File: config.mk
export PLATFORM = sky130hd
export DESIGN_NAME = ead_decoder
export DESIGN_NICKNAME = d
export VERILOG_FILES = /design/src/rtl/ead_pkg.sv /design/src/rtl/ead_prefix_unpack.sv /design/src/rtl/ead_modrm_split.sv /design/src/rtl/ead_sib_split.sv /design/src/rtl/ead_decoder.sv
export SDC_FILE = /design/constraint.sdc
export NUM_CORES = 1
export LEC_CHECK = 0
export BUFFER_PORTS_ARGS = -buffer_cell sky130_fd_sc_hd__buf_2
export CAP_MARGIN = 20
export CORE_MARGIN = 5
export CORE_UTILIZATION = 35
export DETAILED_ROUTE_END_ITERATION = 7
export HOLD_SLACK_MARGIN = 0.06
export SLEW_MARGIN = 20
export SYNTH_ARGS = -nofsm -noshare
export SYNTH_HDL_FRONTEND = slang
export SYNTH_SLANG_ARGS = --single-unit
File: constraint.sdc
create_clock -name clk -period 2.68 [get_ports clk]
set_input_delay 0.536 -clock clk [delete_from_list [all_inputs] [get_ports clk]]
set_output_delay 0.536 -clock clk [all_outputs]
set_load 0.02 [all_outputs]
File: src/rtl/ead_pkg.sv
// Shared widths, codes and the decoded record for the operand address decoder.
// Assumes 3-bit encoded register fields extended by one prefix bit each.
package ead_pkg;
    parameter int FIELD_W = 3;
    parameter int IDX_W   = FIELD_W + 1;
    parameter int SCALE_W = 4;
    parameter int DISP_W  = 3;

    localparam logic [FIELD_W-1:0] CODE_SP = 3'b100;
    localparam logic [FIELD_W-1:0] CODE_FP = 3'b101;
    localparam logic [1:0]         MODE_REG = 2'b11;
    localparam logic [3:0]         PFX_TAG  = 4'b0100;

    typedef struct packed {
        logic [IDX_W-1:0]   reg_idx;
        logic [IDX_W-1:0]   base_idx;
        logic               base_used;
        logic [IDX_W-1:0]   index_idx;
        logic               index_used;
        logic [SCALE_W-1:0] scale_fac;
        logic [DISP_W-1:0]  disp_bytes;
        logic               wide_op;
        logic               sib_used;
        logic               pc_rel;
    } dec_t;
endpackage

File: src/rtl/ead_prefix_unpack.sv
// Splits a candidate extension prefix into its four control bits.
// Assumes a prefix counts only if present and tagged 0100 in the upper nibble.
module ead_prefix_unpack
    import ead_pkg::*;
(
    input  logic       pfx_present,
    input  logic [7:0] pfx_byte,
    output logic       ext_w,
    output logic       ext_r,
    output logic       ext_x,
    output logic       ext_b
);
    logic hit;

    // Qualify the prefix and gate each extension bit with it.
    always_comb begin
        hit   = pfx_present && (pfx_byte[7:4] == PFX_TAG);
        ext_w = hit & pfx_byte[3];
        ext_r = hit & pfx_byte[2];
        ext_x = hit & pfx_byte[1];
        ext_b = hit & pfx_byte[0];
    end
endmodule

File: src/rtl/ead_modrm_split.sv
// Decodes the addressing byte into mode class, register fields and escapes.
// Escape tests use the unextended r/m field by design.
module ead_modrm_split
    import ead_pkg::*;
(
    input  logic [7:0]       addr_byte,
    input  logic             ext_r,
    input  logic             ext_b,
    output logic [1:0]       mode,
    output logic [IDX_W-1:0] reg_full,
    output logic [IDX_W-1:0] rm_full,
    output logic             reg_direct,
    output logic             sib_follows,
    output logic             rel_form
);
    logic [FIELD_W-1:0] rm_code;

    // Slice fields, extend them and flag the two escape encodings.
    always_comb begin
        mode        = addr_byte[7:6];
        rm_code     = addr_byte[FIELD_W-1:0];
        reg_full    = {ext_r, addr_byte[5:3]};
        rm_full     = {ext_b, rm_code};
        reg_direct  = (mode == MODE_REG);
        sib_follows = !reg_direct && (rm_code == CODE_SP);
        rel_form    = (mode == 2'b00) && (rm_code == CODE_FP);
    end
endmodule

File: src/rtl/ead_sib_split.sv
// Decodes a scale-index-base byte into index, scale and base information.
// Outputs are meaningful only when the addressing byte calls for this byte.
module ead_sib_split
    import ead_pkg::*;
(
    input  logic [7:0]         sib_byte,
    input  logic [1:0]         mode,
    input  logic               ext_x,
    input  logic               ext_b,
    output logic [IDX_W-1:0]   index_full,
    output logic               index_on,
    output logic [SCALE_W-1:0] scale_out,
    output logic [IDX_W-1:0]   base_full,
    output logic               base_off
);
    logic [FIELD_W-1:0] idx_code;
    logic [FIELD_W-1:0] base_code;

    // Extend index and base, resolve their escapes, expand the scale.
    always_comb begin
        idx_code   = sib_byte[5:3];
        base_code  = sib_byte[FIELD_W-1:0];
        index_full = {ext_x, idx_code};
        index_on   = (idx_code != CODE_SP);
        scale_out  = SCALE_W'(1) << sib_byte[7:6];
        base_full  = {ext_b, base_code};
        base_off   = (mode == 2'b00) && (base_code == CODE_FP);
    end
endmodule

File: src/rtl/ead_decoder.sv
// Top of the operand address decoder: joins prefix, addressing and
// scale-index-base decodes and registers the result one cycle later.
// Assumes in_valid qualifies all three input bytes in the same cycle.
module ead_decoder
    import ead_pkg::*;
(
    input  logic               clk,
    input  logic               rst_n,
    input  logic               in_valid,
    input  logic               pfx_present,
    input  logic [7:0]         pfx_byte,
    input  logic [7:0]         addr_byte,
    input  logic [7:0]         sib_byte,
    output logic               out_valid,
    output logic [IDX_W-1:0]   reg_idx,
    output logic [IDX_W-1:0]   base_idx,
    output logic               base_used,
    output logic [IDX_W-1:0]   index_idx,
    output logic               index_used,
    output logic [SCALE_W-1:0] scale_fac,
    output logic [DISP_W-1:0]  disp_bytes,
    output logic               wide_op,
    output logic               sib_used,
    output logic               pc_rel
);
    logic ext_w, ext_r, ext_x, ext_b;
    logic [1:0]         mode;
    logic [IDX_W-1:0]   reg_full, rm_full, index_full, base_full;
    logic               reg_direct, sib_follows, rel_form, index_on, base_off;
    logic [SCALE_W-1:0] scale_out;
    dec_t nxt, cur;
    logic vld_q;

    ead_prefix_unpack u_pfx (
        .pfx_present(pfx_present), .pfx_byte(pfx_byte),
        .ext_w(ext_w), .ext_r(ext_r), .ext_x(ext_x), .ext_b(ext_b)
    );

    ead_modrm_split u_modrm (
        .addr_byte(addr_byte), .ext_r(ext_r), .ext_b(ext_b),
        .mode(mode), .reg_full(reg_full), .rm_full(rm_full),
        .reg_direct(reg_direct), .sib_follows(sib_follows), .rel_form(rel_form)
    );

    ead_sib_split u_sib (
        .sib_byte(sib_byte), .mode(mode), .ext_x(ext_x), .ext_b(ext_b),
        .index_full(index_full), .index_on(index_on), .scale_out(scale_out),
        .base_full(base_full), .base_off(base_off)
    );

    // Assemble the decoded record from the three sub-decodes.
    always_comb begin
        nxt            = '0;
        nxt.reg_idx    = reg_full;
        nxt.wide_op    = ext_w;
        nxt.scale_fac  = SCALE_W'(1);
        nxt.sib_used   = sib_follows;
        nxt.pc_rel     = rel_form;
        unique case (mode)
            2'b01:   nxt.disp_bytes = DISP_W'(1);
            2'b10:   nxt.disp_bytes = DISP_W'(4);
            default: nxt.disp_bytes = '0;
        endcase
        if (reg_direct) begin
            nxt.base_idx  = rm_full;
            nxt.base_used = 1'b1;
        end else if (sib_follows) begin
            nxt.index_idx  = index_on ? index_full : '0;
            nxt.index_used = index_on;
            nxt.scale_fac  = scale_out;
            nxt.base_idx   = base_off ? '0 : base_full;
            nxt.base_used  = !base_off;
            if (base_off) nxt.disp_bytes = DISP_W'(4);
        end else begin
            nxt.base_idx  = rel_form ? '0 : rm_full;
            nxt.base_used = !rel_form;
            if (rel_form) nxt.disp_bytes = DISP_W'(4);
        end
    end

    // Capture the record on valid input; hold it otherwise.
    always_ff @(posedge clk) begin
        if (!rst_n) begin
            cur   <= '0;
            vld_q <= 1'b0;
        end else begin
            vld_q <= in_valid;
            if (in_valid) cur <= nxt;
        end
    end

    // Drive the ports from the registered record.
    always_comb begin
        out_valid  = vld_q;
        reg_idx    = cur.reg_idx;
        base_idx   = cur.base_idx;
        base_used  = cur.base_used;
        index_idx  = cur.index_idx;
        index_used = cur.index_used;
        scale_fac  = cur.scale_fac;
        disp_bytes = cur.disp_bytes;
        wide_op    = cur.wide_op;
        sib_used   = cur.sib_used;
        pc_rel     = cur.pc_rel;
    end
endmodule

Word-level counts from Yosys, hierarchy flattened
Cells that the tools add are included.
{"block": "word_totals", "register_bits": 25, "in_bits": 28, "output_inout_bits": 25, "elab_cells": 43}
{"block": "classes", "n_eq_ne": 8, "n_shift": 1, "n_mux": 11, "n_bitwise": 4, "reduce_logical": 8}
{"cell": "12-bit 2-to-1 mux", "count": 1}
{"cell": "4-bit 2-to-1 mux", "count": 3}
{"cell": "5-bit 2-to-1 mux", "count": 2}
{"cell": "3-bit == test, second input constant", "count": 3}
{"cell": "3-bit 2-to-1 mux", "count": 3}
{"cell": "9-bit 2-to-1 mux", "count": 1}
{"cell": "3-bit one-hot mux with 2 select lines", "count": 1}
{"cell": "1-bit AND", "count": 4}
{"cell": "2-bit == test, second input constant", "count": 2}
{"cell": "4-bit by 3-bit == test with 1-bit output, second input constant", "count": 1}
{"cell": "1-bit logical AND", "count": 4}
{"cell": "1-bit by 2-bit left shift with 4-bit output, first input constant", "count": 1}
{"cell": "1-bit zero test", "count": 3}
{"cell": "3-bit != test, second input constant", "count": 1}
{"cell": "2-bit by 1-bit == test with 1-bit output, second input constant", "count": 1}
{"cell": "2-bit zero test", "count": 1}

Logic depth before layout (Yosys ltp)
{"block": "logic_depth", "depth_word": 6, "ltp_mapped": 5, "mapped_depth_nobuf": 4}

Cells and area by module
From an unflattened synthesis, not the netlist that was laid out.
{"block": "unflattened", "cells_unflattened": 129, "area_unflattened_um2": 1227.4}
{"module": "ead_decoder", "instances": 1, "cells_per_inst": 90, "area_each_um2": 938.4, "seq_area_each_um2": 480.5}
{"module": "ead_modrm_split", "instances": 1, "cells_per_inst": 14, "area_each_um2": 131.4, "seq_area_each_um2": 0.0}
{"module": "ead_sib_split", "instances": 1, "cells_per_inst": 16, "area_each_um2": 103.8, "seq_area_each_um2": 0.0}
{"module": "ead_prefix_unpack", "instances": 1, "cells_per_inst": 9, "area_each_um2": 53.8, "seq_area_each_um2": 0.0}

Least setup slack after synthesis
No wires, ideal clock.
{"block": "synth_timing", "kind": "input port to flip-flop", "startpoint": "input port addr_byte[7]", "endpoint": "register cur (netlist bit base_idx[2])", "setup_time_ns": 0.130, "arrival_ns": 1.194, "required_time_ns": 2.550, "setup_slack_ns": 1.356, "cell_stages": 3, "path_buffers": 0, "path_cell_list": "or4b_1 nand3_1 o211ai_1"}
{"block": "synth_between", "elab_chain_cells": 5, "elab_cells_between_ends": 10, "cone_classes": "1 x eq/ne; 4 x mux; 5 x reduce/logical"}
{"item": "start, declared", "line_no": "ead_decoder.sv:12", "text": "input logic [7:0] addr_byte,"}
{"item": "2-bit zero test or 2-bit == test (tied branches)", "line_no": "ead_modrm_split.sv:26, ead_sib_split.sv:27, ead_modrm_split.sv:24"}
{"item": "1-bit logical AND (tied with other cells)", "line_no": "ead_modrm_split.sv:26", "text": "rel_form = (mode == 2'b00) && (rm_code == CODE_FP);"}
{"item": "4-bit 2-to-1 mux (tied with other cells)", "line_no": "ead_decoder.sv:75", "text": "nxt.base_idx = rel_form ? '0 : rm_full;"}
{"item": "5-bit 2-to-1 mux", "line_no": "ead_decoder.sv:67", "text": "end else if (sib_follows) begin"}
{"item": "5-bit 2-to-1 mux *", "line_no": "ead_decoder.sv:64", "text": "if (reg_direct) begin"}
{"item": "end signal, assigned", "line_no": "ead_decoder.sv:88", "text": "if (in_valid) cur <= nxt;"}
{"item": "end, declared", "line_no": "ead_decoder.sv:31", "text": "dec_t nxt, cur;"}
Every way passes the cells marked *; elsewhere a longest branch is shown, timed or not.
A chain may end at the register's enable or synchronous reset.

Worst setup path after layout
{"block": "layout_timing", "startpoint": "input port addr_byte[2]", "endpoint": "register cur (netlist bit scale_fac[0])"}
{"block": "layout_between", "elab_chain_cells": 4}
{"item": "3-bit == test", "line_no": "ead_modrm_split.sv:25", "text": "sib_follows = !reg_direct && (rm_code == CODE_SP);"}
{"item": "1-bit logical AND", "line_no": "ead_modrm_split.sv:25"}
{"item": "9-bit 2-to-1 mux", "line_no": "ead_decoder.sv:67"}
{"item": "12-bit 2-to-1 mux", "line_no": "ead_decoder.sv:64"}
Every way passes these cells.

==> metrics list <==
* Run status: finished, final reports clean
- Compound-Gate Fraction of Synth Area: approximately a fifth
* Kind of launch point of the worst setup path: primary input
* Slowest cell delay on critical path: around 0.54 ns
- Setup tns final: 0 ns
- Hold-fix buffers, CTS: 0
- Power per Cell Area: 528 nW/µm²
- The worst path uses 52.4% of the clock period.
* Die width: around 66 µm
* Setup violators final: 0
* Cell total after placement: roughly 200
- The startpoint identified for the worst register-to-register timing path is base_used$_SDFFE_PN0P_.
- In this run the tightest slew margin relative to its limit is a little under three fifths.
- Across all hold checks on the routed design, the worst slack comes to 0.447 ns.
* Final Max Tran Viols: 0
* DR vias/cell: approximately 5.0
* Simple-gate share of the synthesized area: between 20% and 30%
- Clk buf depth: 2
- The design draws between 0.7 and 0.8 mW.
* Layout Cells excl Fill: slightly above 200
- The floorplan step defined a core boundary enclosing 3050 µm².
* Total number of yosys warnings: 0
- Effective utilization at floorplan: 36.2%
- Transition time at the pin with the least slew margin: 0.650 ns
* Seq/Total Area, Yosys: between 40% and 50%
- After the first detailed-routing iteration, the DRC count stood at 42.
* Fill cell total of the finished layout: 333
- Final routed wirelength across all metal layers: 2.80 mm
- By area the synthesized netlist is led by sky130_fd_sc_hd__dfxtp_1, sky130_fd_sc_hd__a21boi_0, sky130_fd_sc_hd__nand2_1.
- The largest total area in the synthesized netlist belongs to sky130_fd_sc_hd__dfxtp_1.
- The count of buffers added on input and output ports is 51.
- For this run, design rule violations remaining after detail routing come to 0.
- The synthesized netlist devotes less than 1% of its cell area to adder and majority cells.
- Top cell family by delay on the critical path: simple AND/OR/NAND/NOR gates
- The first global-routing pass estimated between 4 and 5 mm of wire.
- Die Y-Extent: 66.2 µm
- Clock latency on the worst-skew pair, taken at its later pin, is 0.31 ns.
- Total number of vias: 1026
- Total standard cell area after synthesis: about 1100 µm²
- Peak supply drop: between 0.2 and 0.25 mV
- Number of nets in the synthesized netlist: between 100 and 150
- Max-cap violations in this run came to 0.
- The final count of hold timing violations is 0.
- After detailed routing, the average wire length per cell comes to roughly 14 µm.
* Antenna violations before repair: 0
- Clock-pin slew on the worst setup and hold paths: 0.14 ns
* List of most frequent post-synthesis cells: sky130_fd_sc_hd__dfxtp_1, sky130_fd_sc_hd__nand2_1, sky130_fd_sc_hd__a21boi_0
* Number of rows in the core area: 20
- Post-route cell area: between 1000 and 1500 µm²
- The wire-length estimate of the detail-placed layout is 2.18 mm.
- For the worst setup path, the data required time is between 2 and 3 ns.
- Critical path capture point type: register
- The post-route netlist has 38.0% of its cells at a drive strength greater than 1.
- Global routing used 13.7% of the available tracks across all layers.
- In this run the worst path has a maximum fanout of 10.
- From synthesis to final layout, the design area changed by 28.5%.
* Highest clock rate: between 700 and 800 MHz
- Leading cell type by number of instances after synthesis: sky130_fd_sc_hd__dfxtp_1
- Maximum number of pins on one net before global-route repair: 26
* Max H-tree Level: 1
- Of the total synthesized cell area, the portion taken by XOR and XNOR cells is 0%.
- Routability-driven placement finished with a final weighted congestion of between 0.7 and 0.8.
* TritonCTS Buffers: 3
* Die footprint: about 4400 µm²
- Vias in the first global route: between 1000 and 1500
* RSZ-0062 raised after global routing: no
- Sink Count: 24
* Top-area cell type share of the netlist area: 43.5%
- Resized Gates After CTS: 0
- The net count of the finished layout is about 190.
* Worst clock skew: 0 ns
* Synthesized flop and latch total: 24
- Post-CTS setup repair buffer count: 0
* Min Clock Period, post-route: between 1 and 1.5 ns
- The count of nets left with antenna violations once routing finished came out at 0.
- The average instance in the mapped netlist occupies 9.52 µm².
* Remaining global-route overflow: 0
- Leakage dissipation: roughly 0.63 nW
- The pre-antenna-repair detailed-routing pass consisted of 4 iterations.
- Buffers plus inverters on the worst setup path: 1
* EDFF count, synth: 0
- Critical path arrival: around 1.6 ns
- In this run the count of I/O pins placed on the die edge is 53.
- The critical path goes through buf_2 > nor2b_1 > nand2_1 > o221a_2.
- Clock tree root driver cell: sky130_fd_sc_hd__clkbuf_4
- After detailed placement, the total cell area comes to about 1400 µm².
- Path type of the worst min-delay path: in -> reg
- Most instantiated flip-flop cell in the synthesis netlist: sky130_fd_sc_hd__dfxtp_1
- Multiplexer cells account for roughly 2.7% of the synthesized area.
* Worst setup path startpoint: addr_byte[2]
* Largest family of logic cells by synthesized area: simple AND/OR/NAND/NOR gates
- Synthesized netlist cell count: 116
* Ant. Diodes: 0
- CTS tree: yes
* Count of unique library cells instantiated by Yosys: 34
* Start point of the worst hold path: pfx_byte[0]
* Share of flip-flops with an asynchronous set or reset: 0%
- Type of the worst setup path: in -> reg
* Critical-path top delay cell: sky130_fd_sc_hd__nor2b_1
report_power, final:
group | leakage (nW) | switching, mW | internal (mW)
clock network | 0.0279 | 0.112 | 0.151
registers | 0.196 | 0.00549 | 0.369
logic | 0.409 | 0.0667 | 0.0446
total | 0.633 | 0.184 | 0.565
worst reg2reg max path: cells and delay by family, from the launching register on:
family | cells | cell delay (ns)
flops | 1 | 0.34
compound gates | 2 | 0.34
cell usage in the layout, fill, tap and decap left out, drive strengths merged, types with 2 or more instances in the layout:
| master | Yosys | routed |
|---|---|---|
| or4b | 2 | 2 |
| inv | 2 | 2 |
| nor2b | 8 | 8 |
| nand3 | 7 | 7 |
| nand2 | 14 | 14 |
| a21oi | 2 | 2 |
| o211ai | 2 | 2 |
| and3b | 2 | 2 |
| buf | 6 | 51 |
| clkbuf | 2 | 3 |
| nor4b | 2 | 2 |
| a31oi | 3 | 3 |
| o21ai | 7 | 7 |
| dfxtp | 24 | 24 |
| mux2i | 3 | 3 |
| a32oi | 2 | 2 |
| a21boi | 9 | 9 |
| nand4 | 6 | 6 |
worst paths after layout:
| kind | to | slack, ns | depth (start not counted) |
|---|---|---|---|
| setup / recovery | scale_fac[0]$_SDFFE_PN0P_ | 1.28 | 4 |
| hold / removal | base_idx[3]$_SDFFE_PN0P_ | 0.45 | 2 |
| setup reg to reg | base_used$_SDFFE_PN0P_ | 1.93 | 2 |
| hold reg to reg | index_idx[3]$_SDFFE_PN0P_ | 0.47 | 2 |
cell families (layout without fill, tap and decap cells):
kind of cell | Yosys count | in the layout
adders and majority gates | 1 | 1
and+or+nand+nor | 47 | 47
DFF | 24 | 24
other | 1 | 1
buffers and inverters | 10 | 57
muxes | 3 | 3
AOI/OAI and AO/OA | 30 | 30
area by class of cell:
type	count	area (µm²)	area share [%]
multi-input combinational	82	569	40.1
clock buffer	3	22.5	1.59
clock inverter	1	30.0	2.11
sequential	24	480	33.8
tap	44	55.1	3.88
timing repair buffer	51	255	18.0
inverter	2	7.51	0.529
metrics by stage:
stage	util [%]	worst slack (ns)
after floorplan	-	1.36
final	46.5	1.28
after CTS	46.5	1.27
after global routing	46.5	1.15
after detailed placement	44.8	0.938
after global placement	44.8	0.988
state kept, by name, summed over array words and instances (netlist names):
signal / cells
sib_used: 1
base_used: 1
scale_fac: 4
disp_bytes: 2
base_idx: 4
out_valid: 1
index_used: 1
index_idx: 4
reg_idx: 4
wide_op: 1
pc_rel: 1
per-layer routing:
metal | GRT usage [%] | up-vias | routed length [µm] | part of all wire, %
li1 | - | 517 | - | -
met1 | 17.2 | 475 | 1270 | 45
met2 | 23.2 | 32 | 1320 | 47
met3 | 3.91 | 2 | 208 | 7.4
met4 | 3.05 | 0 | 9 | 0.32
met5 | 0 | - | 0 | 0
Power figures use the tool's default switching activity.
